--- config.mk ---
export PLATFORM = sky130hd
export DESIGN_NAME = cal_alarm_top
export DESIGN_NICKNAME = d
export VERILOG_FILES = /design/src/rtl/cal_alarm_pkg.sv /design/src/rtl/cal_alarm_field.sv /design/src/rtl/cal_alarm_match.sv /design/src/rtl/cal_alarm_regs.sv /design/src/rtl/cal_alarm_flag.sv /design/src/rtl/cal_alarm_top.sv
export SDC_FILE = /design/constraint.sdc
export NUM_CORES = 1
export LEC_CHECK = 0
export CAP_MARGIN = 25
export CELL_PAD_IN_SITES_DETAIL_PLACEMENT = 0
export CELL_PAD_IN_SITES_GLOBAL_PLACEMENT = 1
export CORE_UTILIZATION = 38
export DETAILED_ROUTE_END_ITERATION = 10
export GPL_ROUTABILITY_DRIVEN = 0
export GPL_TIMING_DRIVEN = 0
export MAX_ROUTING_LAYER = met4
export PLACE_DENSITY_LB_ADDON = 0.1
export SLEW_MARGIN = 10
export SYNTH_ARGS = -nofsm -noshare
export SYNTH_HDL_FRONTEND = slang
export SYNTH_SLANG_ARGS = --single-unit
--- constraint.sdc ---
create_clock -name clk -period 1.6 [get_ports clk]
set_input_delay 0.32 -clock clk [delete_from_list [all_inputs] [get_ports clk]]
set_output_delay 0.32 -clock clk [all_outputs]
set_load 0.01 [all_outputs]
--- src/rtl/cal_alarm_pkg.sv ---
package cal_alarm_pkg;
  localparam int REG_W      = 8;
  localparam int N_FIELDS   = 4;
  localparam int EN_BIT     = 7;
  localparam int IE_BIT     = 1;
  localparam int FLAG_BIT   = 3;
  localparam int ADR_IE     = 'h00;
  localparam int ADR_STATUS = 'h01;
  localparam int ADR_ALM0   = 'h0A;

  typedef logic [REG_W-1:0] reg_t;

  // bits kept in an alarm register whose value field is w bits wide
  function automatic reg_t keep_mask(input int w);
    reg_t m;
    m = '0;
    for (int b = 0; b < REG_W; b++) begin
      if (b < w || b == EN_BIT) m[b] = 1'b1;
    end
    return m;
  endfunction
endpackage

--- src/rtl/cal_alarm_field.sv ---
module cal_alarm_field
  import cal_alarm_pkg::*;
#(
  parameter int W = 6
) (
  input  reg_t         alm_reg,
  input  logic [W-1:0] cur_val,
  output logic         in_use,
  output logic         agrees
);
  assign in_use = ~alm_reg[EN_BIT];
  assign agrees = ~in_use | (alm_reg[W-1:0] == cur_val);
endmodule

--- src/rtl/cal_alarm_match.sv ---
module cal_alarm_match
  import cal_alarm_pkg::*;
#(
  parameter int MIN_W  = 7,
  parameter int HOUR_W = 6,
  parameter int DATE_W = 6,
  parameter int WDAY_W = 3
) (
  input  reg_t [N_FIELDS-1:0] alm,
  input  logic [MIN_W-1:0]    cur_min,
  input  logic [HOUR_W-1:0]   cur_hour,
  input  logic [DATE_W-1:0]   cur_date,
  input  logic [WDAY_W-1:0]   cur_wday,
  input  logic                tick,
  output logic                hit
);
  reg_t [N_FIELDS-1:0] cur_ext;
  logic [N_FIELDS-1:0] used;
  logic [N_FIELDS-1:0] ok;

  assign cur_ext[0] = reg_t'(cur_min);
  assign cur_ext[1] = reg_t'(cur_hour);
  assign cur_ext[2] = reg_t'(cur_date);
  assign cur_ext[3] = reg_t'(cur_wday);

  for (genvar i = 0; i < N_FIELDS; i++) begin : g_fld
    localparam int FW = (i == 0) ? MIN_W : (i == 1) ? HOUR_W :
                        (i == 2) ? DATE_W : WDAY_W;
    cal_alarm_field #(.W(FW)) u_fld (
      .alm_reg (alm[i]),
      .cur_val (cur_ext[i][FW-1:0]),
      .in_use  (used[i]),
      .agrees  (ok[i])
    );
  end

  // at least one field in use, and every field in use agrees
  assign hit = tick & (|used) & (&ok);
endmodule

--- src/rtl/cal_alarm_regs.sv ---
module cal_alarm_regs
  import cal_alarm_pkg::*;
#(
  parameter int ADDR_W = 8,
  parameter int MIN_W  = 7,
  parameter int HOUR_W = 6,
  parameter int DATE_W = 6,
  parameter int WDAY_W = 3
) (
  input  logic                clk,
  input  logic                rst_n,
  input  logic                wr_en,
  input  logic                rd_en,
  input  logic [ADDR_W-1:0]   addr,
  input  reg_t                wr_data,
  input  logic                flag,
  output reg_t                rd_data,
  output reg_t [N_FIELDS-1:0] alm,
  output logic                irq_en,
  output logic                clr_req
);
  localparam logic [ADDR_W-1:0] A_IE = ADDR_W'(ADR_IE);
  localparam logic [ADDR_W-1:0] A_ST = ADDR_W'(ADR_STATUS);

  reg_t rd_next;

  for (genvar i = 0; i < N_FIELDS; i++) begin : g_alm
    localparam int FW = (i == 0) ? MIN_W : (i == 1) ? HOUR_W :
                        (i == 2) ? DATE_W : WDAY_W;
    localparam reg_t KEEP = keep_mask(FW);
    localparam logic [ADDR_W-1:0] A_ME = ADDR_W'(ADR_ALM0 + i);
    always_ff @(posedge clk or negedge rst_n) begin
      if (!rst_n) begin
        alm[i] <= reg_t'(1) << EN_BIT;
      end else if (wr_en && addr == A_ME) begin
        alm[i] <= wr_data & KEEP;
      end
    end
  end

  always_ff @(posedge clk or negedge rst_n) begin
    if (!rst_n) begin
      irq_en <= 1'b0;
    end else if (wr_en && addr == A_IE) begin
      irq_en <= wr_data[IE_BIT];
    end
  end

  assign clr_req = wr_en && (addr == A_ST) && !wr_data[FLAG_BIT];

  always_comb begin
    rd_next = '0;
    if (addr == A_IE) begin
      rd_next[IE_BIT] = irq_en;
    end else if (addr == A_ST) begin
      rd_next[FLAG_BIT] = flag;
    end
    for (int i = 0; i < N_FIELDS; i++) begin
      if (addr == ADDR_W'(ADR_ALM0 + i)) rd_next = alm[i];
    end
  end

  always_ff @(posedge clk or negedge rst_n) begin
    if (!rst_n) begin
      rd_data <= '0;
    end else if (rd_en) begin
      rd_data <= rd_next;
    end
  end

  AST_STATUS_READ_CLEAN: assert property (@(posedge clk) disable iff (!rst_n)
    (rd_en && addr == A_ST) |=> ((rd_data & ~(reg_t'(1) << FLAG_BIT)) == '0));
endmodule

--- src/rtl/cal_alarm_flag.sv ---
module cal_alarm_flag (
  input  logic clk,
  input  logic rst_n,
  input  logic hit,
  input  logic clr_req,
  output logic flag
);
  always_ff @(posedge clk or negedge rst_n) begin
    if (!rst_n) begin
      flag <= 1'b0;
    end else if (hit) begin
      flag <= 1'b1;
    end else if (clr_req) begin
      flag <= 1'b0;
    end
  end

  AST_HIT_WINS: assert property (@(posedge clk) disable iff (!rst_n)
    hit |=> flag);
  AST_CLEAR_TAKES: assert property (@(posedge clk) disable iff (!rst_n)
    (clr_req && !hit) |=> !flag);
  AST_STICKY: assert property (@(posedge clk) disable iff (!rst_n)
    (flag && !clr_req) |=> flag);
endmodule

--- src/rtl/cal_alarm_top.sv ---
module cal_alarm_top
  import cal_alarm_pkg::*;
#(
  parameter int ADDR_W = 8,
  parameter int MIN_W  = 7,
  parameter int HOUR_W = 6,
  parameter int DATE_W = 6,
  parameter int WDAY_W = 3
) (
  input  logic              clk,
  input  logic              rst_n,
  input  logic [MIN_W-1:0]  cur_min,
  input  logic [HOUR_W-1:0] cur_hour,
  input  logic [DATE_W-1:0] cur_date,
  input  logic [WDAY_W-1:0] cur_wday,
  input  logic              min_tick,
  input  logic              wr_en,
  input  logic              rd_en,
  input  logic [ADDR_W-1:0] addr,
  input  logic [7:0]        wr_data,
  output logic [7:0]        rd_data,
  output logic              irq
);
  reg_t [N_FIELDS-1:0] alm;
  logic irq_en, clr_req, hit, flag;
  logic all_off;

  cal_alarm_regs #(
    .ADDR_W(ADDR_W), .MIN_W(MIN_W), .HOUR_W(HOUR_W),
    .DATE_W(DATE_W), .WDAY_W(WDAY_W)
  ) u_regs (
    .clk(clk), .rst_n(rst_n), .wr_en(wr_en), .rd_en(rd_en), .addr(addr),
    .wr_data(wr_data), .flag(flag), .rd_data(rd_data), .alm(alm),
    .irq_en(irq_en), .clr_req(clr_req)
  );

  cal_alarm_match #(
    .MIN_W(MIN_W), .HOUR_W(HOUR_W), .DATE_W(DATE_W), .WDAY_W(WDAY_W)
  ) u_match (
    .alm(alm), .cur_min(cur_min), .cur_hour(cur_hour), .cur_date(cur_date),
    .cur_wday(cur_wday), .tick(min_tick), .hit(hit)
  );

  cal_alarm_flag u_flag (
    .clk(clk), .rst_n(rst_n), .hit(hit), .clr_req(clr_req), .flag(flag)
  );

  assign irq = flag & irq_en;

  assign all_off = alm[0][EN_BIT] & alm[1][EN_BIT] & alm[2][EN_BIT] & alm[3][EN_BIT];

  AST_SET_NEEDS_TICK: assert property (@(posedge clk) disable iff (!rst_n)
    $rose(flag) |-> $past(min_tick));
  AST_ALL_OFF_QUIET: assert property (@(posedge clk) disable iff (!rst_n)
    (min_tick && all_off) |=> !$rose(flag));
  AST_IRQ_FOLLOWS: assert property (@(posedge clk) disable iff (!rst_n)
    (wr_en && addr == ADDR_W'(ADR_IE) && !wr_data[IE_BIT]) |=> !irq);
endmodule

* Word-level counts from Yosys, hierarchy flattened
Cells that the tools add are included.
Storage, ports and cells: bits in registers 36, output and inout port bits 9
Operators by class: bitwise operators 11, equal/unequal tests 9, mux-type cells 9, reduce and logical (&&, ||, !) cells 12
Operators with widths (number):
- $eq A8 B4 Y1 const B | 4
- $mux W8 | 4
- $eq A6 B6 Y1 | 2
- $eq A8 B1 Y1 const B | 1
- $logic_not A8 Y1 | 1
- $eq A7 B7 Y1 | 1
- $logic_and A1 B1 Y1 | 7
- $mux W1 | 5
- $not A1 Y1 | 4
- $or A1 B1 Y1 | 4
- $reduce_and A4 Y1 | 1
- $reduce_or A4 Y1 | 1
- $and A1 B1 Y1 | 3
- $eq A3 B3 Y1 | 1
- $reduce_bool A2 Y1 | 1
- $logic_not A1 Y1 | 1

* Logic depth before layout (Yosys ltp)
Gate-level depths: netlist of the first run.
depth after elaboration 7, depth in mapped cells 7, mapped depth without buffers 5

* Modules after synthesis
A second synthesis of the first run with hierarchy kept.
Unflattened totals: cells, all modules 179, area, all modules 2052.0 sq um
By module, submodules not included:
- cal_alarm_regs | cells each 138, area an instance 1707.9 sq um, instances 1
- cal_alarm_field (u_match.g_fld[1].u_fld ...) | cells each 9, area an instance 75.1 sq um, instances 2
- cal_alarm_field (u_match.g_fld[0].u_fld) | cells each 10, area an instance 87.6 sq um, instances 1
- cal_alarm_field (u_match.g_fld[3].u_fld) | cells each 5, area an instance 37.5 sq um, instances 1
- cal_alarm_flag | cells each 3, area an instance 36.3 sq um, instances 1
- cal_alarm_match | cells each 4, area an instance 26.3 sq um, instances 1
- cal_alarm_top | cells each 1, area an instance 6.3 sq um, instances 1

* Worst setup path before layout of the first run
No wires, ideal clock.
kind input to register, start point input port addr[5], end point register u_regs.alm[0] (netlist name), arrival 1388 ps, required time 1475 ps, slack 87 ps, stages on the path 5, buffers on the path 0, cells stage by stage nor4_2 > and2_2 > and2b_4 > nand2_4 > mux2_4
On the way: longest elaborated chain between the ends 2
Ends and longest elaborated chain:
- start: declaration | RTL line cal_alarm_top.sv:19 | input logic [ADDR_W-1:0] addr,
- $eq A8 B4 Y1 | RTL line cal_alarm_regs.sv:35 | end else if (wr_en && addr == A_ME) begin
- $logic_and A1 B1 Y1 | RTL line cal_alarm_regs.sv:35
- end signal: indexed assignment | RTL line cal_alarm_regs.sv:34 | alm[i] <= reg_t'(1) << EN_BIT;
- end signal: indexed assignment | RTL line cal_alarm_regs.sv:36 | alm[i] <= wr_data & KEEP;
- end: declaration | RTL line cal_alarm_regs.sv:18 | output reg_t [N_FIELDS-1:0] alm,
Every way passes these cells. A chain may end at the register's enable or synchronous reset.

* Worst setup path after layout of the first run
start point input port addr[6], end point register u_regs.alm[0] (netlist name)
The elaborated chain is that of the path after synthesis.

==> results of run 1 <==
## what timing repair did
item	4_1_cts	5_1_grt
hold endpoints to repair	0	0
pin swaps	3	0
buffers inserted	1	0
gates resized for setup	12	10
setup endpoints to repair	37	5
## layer usage
layer	vias to the layer above	track usage [%]	wire (um)
met5	-	-	0
met3	5	5.35	191
li1	726	-	-
met4	0	7.05	55
met1	745	24.8	2160
met2	40	33.8	2530
## power breakdown
| part | internal (mW) | total [mW] | switching [mW] |
|---|---|---|---|
| Clock | 0.461 | 0.803 | 0.342 |
| Combinational | 0.169 | 0.285 | 0.116 |
| Sequential | 0.946 | 0.980 | 0.0339 |
## path summary, 6_finish.rpt
path                                                    start  slack, ps                             to  cells after the start
worst max-delay path                                  addr[6]         40      u_regs.alm[0]$_DFFE_PN0P_                      6
worst min-delay path                                    rst_n        110  u_regs.rd_data[6]$_DFFE_PN0P_                      1
worst max register to register      u_regs.irq_en$_DFFE_PN0P_        120  u_regs.rd_data[1]$_DFFE_PN0P_                      5
worst min register to register  u_regs.rd_data[5]$_DFFE_PN0P_        490  u_regs.rd_data[5]$_DFFE_PN0P_                      1
max in group asynchronous                               rst_n        970     u_regs.alm[21]$_DFFE_PN0P_                      1
min in group clk                u_regs.rd_data[5]$_DFFE_PN0P_        490  u_regs.rd_data[5]$_DFFE_PN0P_                      1
## per-stage QoR
stage / power [mW] / util, % / instance area [um^2]
final: 2.07 / 55.2 / 2680
after floorplan: 1.11 / - / 1960
after detailed placement: 1.29 / 52.7 / 2550
after global routing: 2.16 / 55.2 / 2680
after global placement: 1.28 / 52.8 / 2560
after CTS: 2.09 / 55.2 / 2680
## cell type report
| cell class | instances | share of cell area, % |
|---|---|---|
| multi-input combinational | 124 | 38.9 |
| timing repair buffer | 52 | 18.5 |
| sequential | 36 | 33.8 |
| clock buffer | 5 | 2.57 |
| inverter | 1 | 0.140 |
| tap | 67 | 3.13 |
| buffer | 5 | 1.31 |
| clock inverter | 3 | 1.59 |
## synthesized netlist by cell type (4+ instances only)
cell type,count
a21oi_1,7
mux2_2,20
o2bb2ai_1,7
xnor2_1,15
nand2_1,5
a22oi_1,5
a22o_1,4
dfrtp_1,32
xor2_1,7
nor2_1,7
mux2_4,8
dfstp_2,4
a31oi_1,4
## placed cells by master (no fill, tap or decap), drive strengths merged, types with 2 or more instances in the layout
cell            n
clkdlybuf4s50  42
dfrtp          32
mux2           28
xnor2          15
clkbuf          9
nor2            7
o2bb2ai         7
xor2            7
a21oi           7
nand2           7
dlygate4sd2     6
a22oi           5
buf             5
a31oi           4
a22o            4
dfstp           4
nand3           4
o21ai           3
nand2b          3
nor3            3
nand4           3
and3b           2
nor2b           2
a21o            2
and2            2
nor4            2
## kinds of logic (layout without fill, tap and decap cells)
group	count (synthesis)	after routing	share of synthesized area [%]
AOI/OAI and AO/OA	35	35	12.5
xor gates and xnor gates	22	22	9.81
buffers and inverters	6	66	1.59
DFF	36	36	46.1
muxes	28	28	17.6
and+or+nand+nor	39	39	12.4
==> results.py, run 1 <==
metrics = {
    "outcome": {
        "status": "finished clean",
    },
    "clock_tree": {
        "clock_latency_ps": 290,
        "path_clk_slew_ps": 80,
        "numCtsBuffers": 5,
        "clock-sinks": 36,
        "h-tree-depth": 2,
        "cts_hold_buf": 0,
        "cts-root-buf": "clkbuf_8",
        "tritoncts": "built",
        "clockBufferDepth": 2,
    },
    "timing": {
        "skew_ps": 6.36,
        "finalCritPeriodShare_pct": 97.3,
        "hold_viol_final": 0,
        "fin_tns_setup_ps": 0,
        "max_freq_ghz": 0.643,
        "setup_ws_ps": 43.8,
        "grt_setup_unrepaired": "false",
        "worst_pin_slew_ps": 805,
        "drv_slew": 0,
        "finalSetupViolCount": 0,
        "hold_ws_ps": 105,
        "max_slew_margin_pct": 46.4,
        "min_period_ps": 1560,
    },
    "global_route": {
        "antenna_found_initial": 0,
        "grt_usage_pct": 20.8,
        "grt-ovfl-total": 0,
        "grt_max_degree": 37,
        "grt_pass1_vias": 1599,
        "grt_pass1_wl_um": 7910,
    },
    "synth": {
        "yosys.area.top_type": "dfrtp_1",
        "synth_nets": 209,
        "synth_top_cell_area_share_pct": 40.8,
        "async_flop_share_pct": 100,
        "yosysWarnings": 0,
        "synthCells": 166,
        "syn_area_per_cell_um2": 11.8,
        "synth_area_leaders": "dfrtp_1, mux2_2, xnor2_1",
        "synth-main-ff-cell": "dfrtp_1",
        "synth_seq_cells": 36,
        "mappedNetlistArea_um2": 1960,
        "ys_seq_area_share_pct": 46.1,
        "netlist-cell-type-count": 39,
        "synth_edf_count": 0,
    },
    "power_and_ir_drop": {
        "leakagePower_nw": 1.17,
        "powerDensity_nw_per_um2": 773,
        "ir_drop_uv": 575,
    },
    "layout": {
        "largest_reg_flops": 26,
        "final_nets": 268,
        "fillerInstances": 437,
        "multiInputGateArea_um2": 1040,
        "drive_gt1_share_pct": 25.2,
        "seq_area_um2": 906,
        "area_growth_pct": 36.2,
        "final_cells": 293,
        "antennaDiodeCount": 0,
    },
    "critical_path": {
        "crit_chain": "dlygate4sd2_1 > nor4_2 > and2_4 > and2b_4 > nand2_8 > mux2_4",
        "worstPathRequired_ps": 1780,
        "critPathSlowestCell": "nor4_2",
        "startpoint_type": "input port",
        "crit_path_max_incr_delay_ps": 310,
        "cp.arrival_ps": 1730,
        "worst-path-buf-inv": 1,
        "worstSetupPathType": "input port to flop",
        "cp-end-kind": "flop",
        "crit_path_max_fanout": 8,
        "critPathTopFamily": "simple AND/OR/NAND/NOR gates",
    },
    "floorplan": {
        "die_w_um": 73.9,
        "io_pins": 52,
        "die_h_um": 73.9,
        "start_util_pct": 40.5,
        "die-area_um2": 5460,
        "coreArea_um2": 4850,
        "core.rowCount": 25,
    },
    "route": {
        "vias": 1516,
        "post-route-drc-count": 0,
        "dr.pass1.iters": 4,
        "wl_per_cell_um": 16.9,
        "avgViaCountPerCell": 5.17,
        "wirelength_um": 4940,
        "first_iter_violations": 76,
        "ant_nets": 0,
    },
    "placed_design": {
        "dpl.cell_count": 284,
        "dp_worst_setup_slack_ps": -583,
        "place_hpwl_um": 3750,
        "port_buffers": 51,
    },
    "hold_path": {
        "hold_class": "input port to asynchronous set/reset pin",
    },
    "run": {
        "drv_cap": 0,
    },
}
Power figures use the tool's default switching activity.
==> run 2, diff against run 1 <==
- PLACE_DENSITY_LB_ADDON: 0.1 -> 0.3
==> run 2 against run 1 <==
Combinational power up 5%. Register-to-register slack improved by 60 ps. First-iteration DRC count is 20% higher. Clock skew is 2.1 ps lower. Clock power down 17%. Final area is 0.79% higher. Largest power group unchanged. Critical path type unchanged.
==> results.py, run 2 (synthesis results as in run 1) <==
metrics = {
    "global_route": {
        "use_met3_pct": 3.98,
        "use_met1_pct": 27.0,
        "grt-busiest-layer": "met2",
        "grt_max_degree": 23,
        "grt_usage_pct": 21.2,
        "grt_pass1_wl_um": 8210,
        "grt_pass1_vias": 1625,
        "antenna_found_initial": 0,
        "grt-ovfl-total": 0,
        "grt.met2_usage_pct": 34.2,
    },
    "floorplan": {
        "die-area_um2": 5460,
        "start_util_pct": 40.5,
        "core.rowCount": 25,
        "die_h_um": 73.9,
        "coreArea_um2": 4850,
        "io_pins": 52,
        "die_w_um": 73.9,
    },
    "clock_tree": {
        "cts-root-buf": "clkbuf_8",
        "clock_latency_ps": 280,
        "h-tree-depth": 2,
        "path_clk_slew_ps": 70,
        "tritoncts": "built",
        "clockBufferDepth": 2,
        "numCtsBuffers": 5,
        "clock-sinks": 36,
    },
    "route": {
        "first_iter_violations": 91,
        "post-route-drc-count": 0,
        "ant_nets": 0,
        "vias": 1512,
        "dr.pass1.iters": 4,
        "avgViaCountPerCell": 5.11,
        "wirelength_um": 4850,
        "wl_per_cell_um": 16.4,
    },
    "power_and_ir_drop": {
        "powerDensity_nw_per_um2": 721,
        "leakagePower_nw": 1.18,
        "ir_drop_uv": 441,
    },
    "timing": {
        "max_slew_margin_pct": 74.4,
        "grt_setup_unrepaired": "false",
        "hold_ws_ps": 487,
        "drv_slew": 0,
        "max_freq_ghz": 0.650,
        "skew_ps": 4.28,
        "min_period_ps": 1540,
        "hold_viol_final": 0,
        "finalSetupViolCount": 0,
        "finalCritPeriodShare_pct": 96.2,
        "worst_pin_slew_ps": 384,
    },
    "critical_path": {
        "cp-end-kind": "flop",
        "worstSetupPathType": "input port to flop",
        "worstPathRequired_ps": 1760,
        "crit_path_max_fanout": 10,
        "startpoint_type": "input port",
        "cp.arrival_ps": 1700,
    },
    "layout": {
        "area_growth_pct": 37.3,
        "final_cell_mix": "clkdlybuf4s50_1, dfrtp_1, mux2_2, xnor2_1, mux2_4",
        "fillerInstances": 451,
        "postLayoutCellArea_um2": 2700,
        "final_nets": 271,
        "final_common_cell": "clkdlybuf4s50_1",
        "drive_gt1_share_pct": 24.9,
        "largest_reg_flops": 26,
        "final_cells": 296,
        "antennaDiodeCount": 0,
    },
    "outcome": {
        "status": "finished clean",
    },
    "placed_design": {
        "placed_area_um2": 2580,
        "dpl.cell_count": 285,
        "place_hpwl_um": 3690,
        "port_buffers": 51,
    },
    "run": {
        "drv_cap": 0,
    },
    "hold_path": {
        "hold_class": "input port to asynchronous set/reset pin",
    },
}
==> run 2: cell types whose count changed in the layout (fill, tap and decap cells not counted), sizes merged <==
cell / previous run / this run
buf: 5 / 6
clkinvlp: 1 / 0
clkbuf: 9 / 14
dlygate4sd2: 6 / 3
clkdlybuf4s15: 0 / 2
clkinv: 1 / 0
bufinv: 1 / 0
dlygate4sd3: 0 / 1
==> run 2: final timing paths <==
| path | startpoint | end | slack [ps] | depth (start not counted) |
|---|---|---|---|---|
| max | addr[0] | u_regs.rd_data[5]$_DFFE_PN0P_ | 60 | 6 |
| min | rst_n | u_regs.rd_data[7]$_DFFE_PN0P_ | 490 | 2 |
| max reg2reg | u_regs.irq_en$_DFFE_PN0P_ | u_regs.rd_data[1]$_DFFE_PN0P_ | 180 | 5 |
| min reg2reg | u_regs.rd_data[6]$_DFFE_PN0P_ | u_regs.rd_data[6]$_DFFE_PN0P_ | 490 | 1 |
| max in group asynchronous | rst_n | u_regs.alm[15]$_DFFE_PN1P_ | 590 | 3 |
| min in group clk | u_regs.rd_data[6]$_DFFE_PN0P_ | u_regs.rd_data[6]$_DFFE_PN0P_ | 490 | 1 |
==> run 2: critical path, cell delays in order <==
cell and delay (ps):
clkdlybuf4s50_1 540, clkbuf_4 230, clkbuf_4 220, nor2_1 60, a31oi_1 230, o2bb2ai_1 90
==> run 2: timing repair <==
action | CTS | global route
hold buffers | 1 | 0
hold endpoints to repair | 12 | 0
endpoints found under the setup margin | 37 | 25
resized for setup | 14 | 11
buffers inserted | 2 | 0
pin swaps | 3 | 3
==> run 2: final cells by class <==
class                   count  area (um^2)  area share, %
inverters                   1         3.75          0.139
well taps                  67         83.8           3.11
multi-input cells         124         1040           38.5
plain buffers               5         37.5           1.39
clock buffers               8         90.1           3.34
flip-flops and latches     36          906           33.6
repair buffers             55          539           20.0
==> run 2: metrics by stage <==
| stage | worst slack, ps | util (%) | total power, mW | TNS [ps] |
|---|---|---|---|---|
| after floorplan | 86.6 | - | 1.11 | 0 |
| after global placement | -654 | 52.8 | 1.29 | -37740 |
| after detailed placement | -593 | 53.2 | 1.30 | -15820 |
| after CTS | 15.6 | 55.7 | 1.97 | 0 |
| after global routing | 14.8 | 55.6 | 2.04 | 0 |
| final | 60.6 | 55.6 | 1.94 | 0 |
==> run 2: layer usage <==
| layer | vias to the layer above | routed length (um) |
|---|---|---|
| li1 | 734 | - |
| met1 | 735 | 2210 |
| met2 | 39 | 2390 |
| met3 | 4 | 198 |
| met4 | 0 | 50 |
| met5 | - | 0 |
==> run 2: where the power goes <==
part	internal [mW]	switching, mW	leakage, nW
registers	0.947	0.0329	0.484
clock network	0.351	0.315	0.0455
logic	0.179	0.120	0.653
total	1.48	0.467	1.18
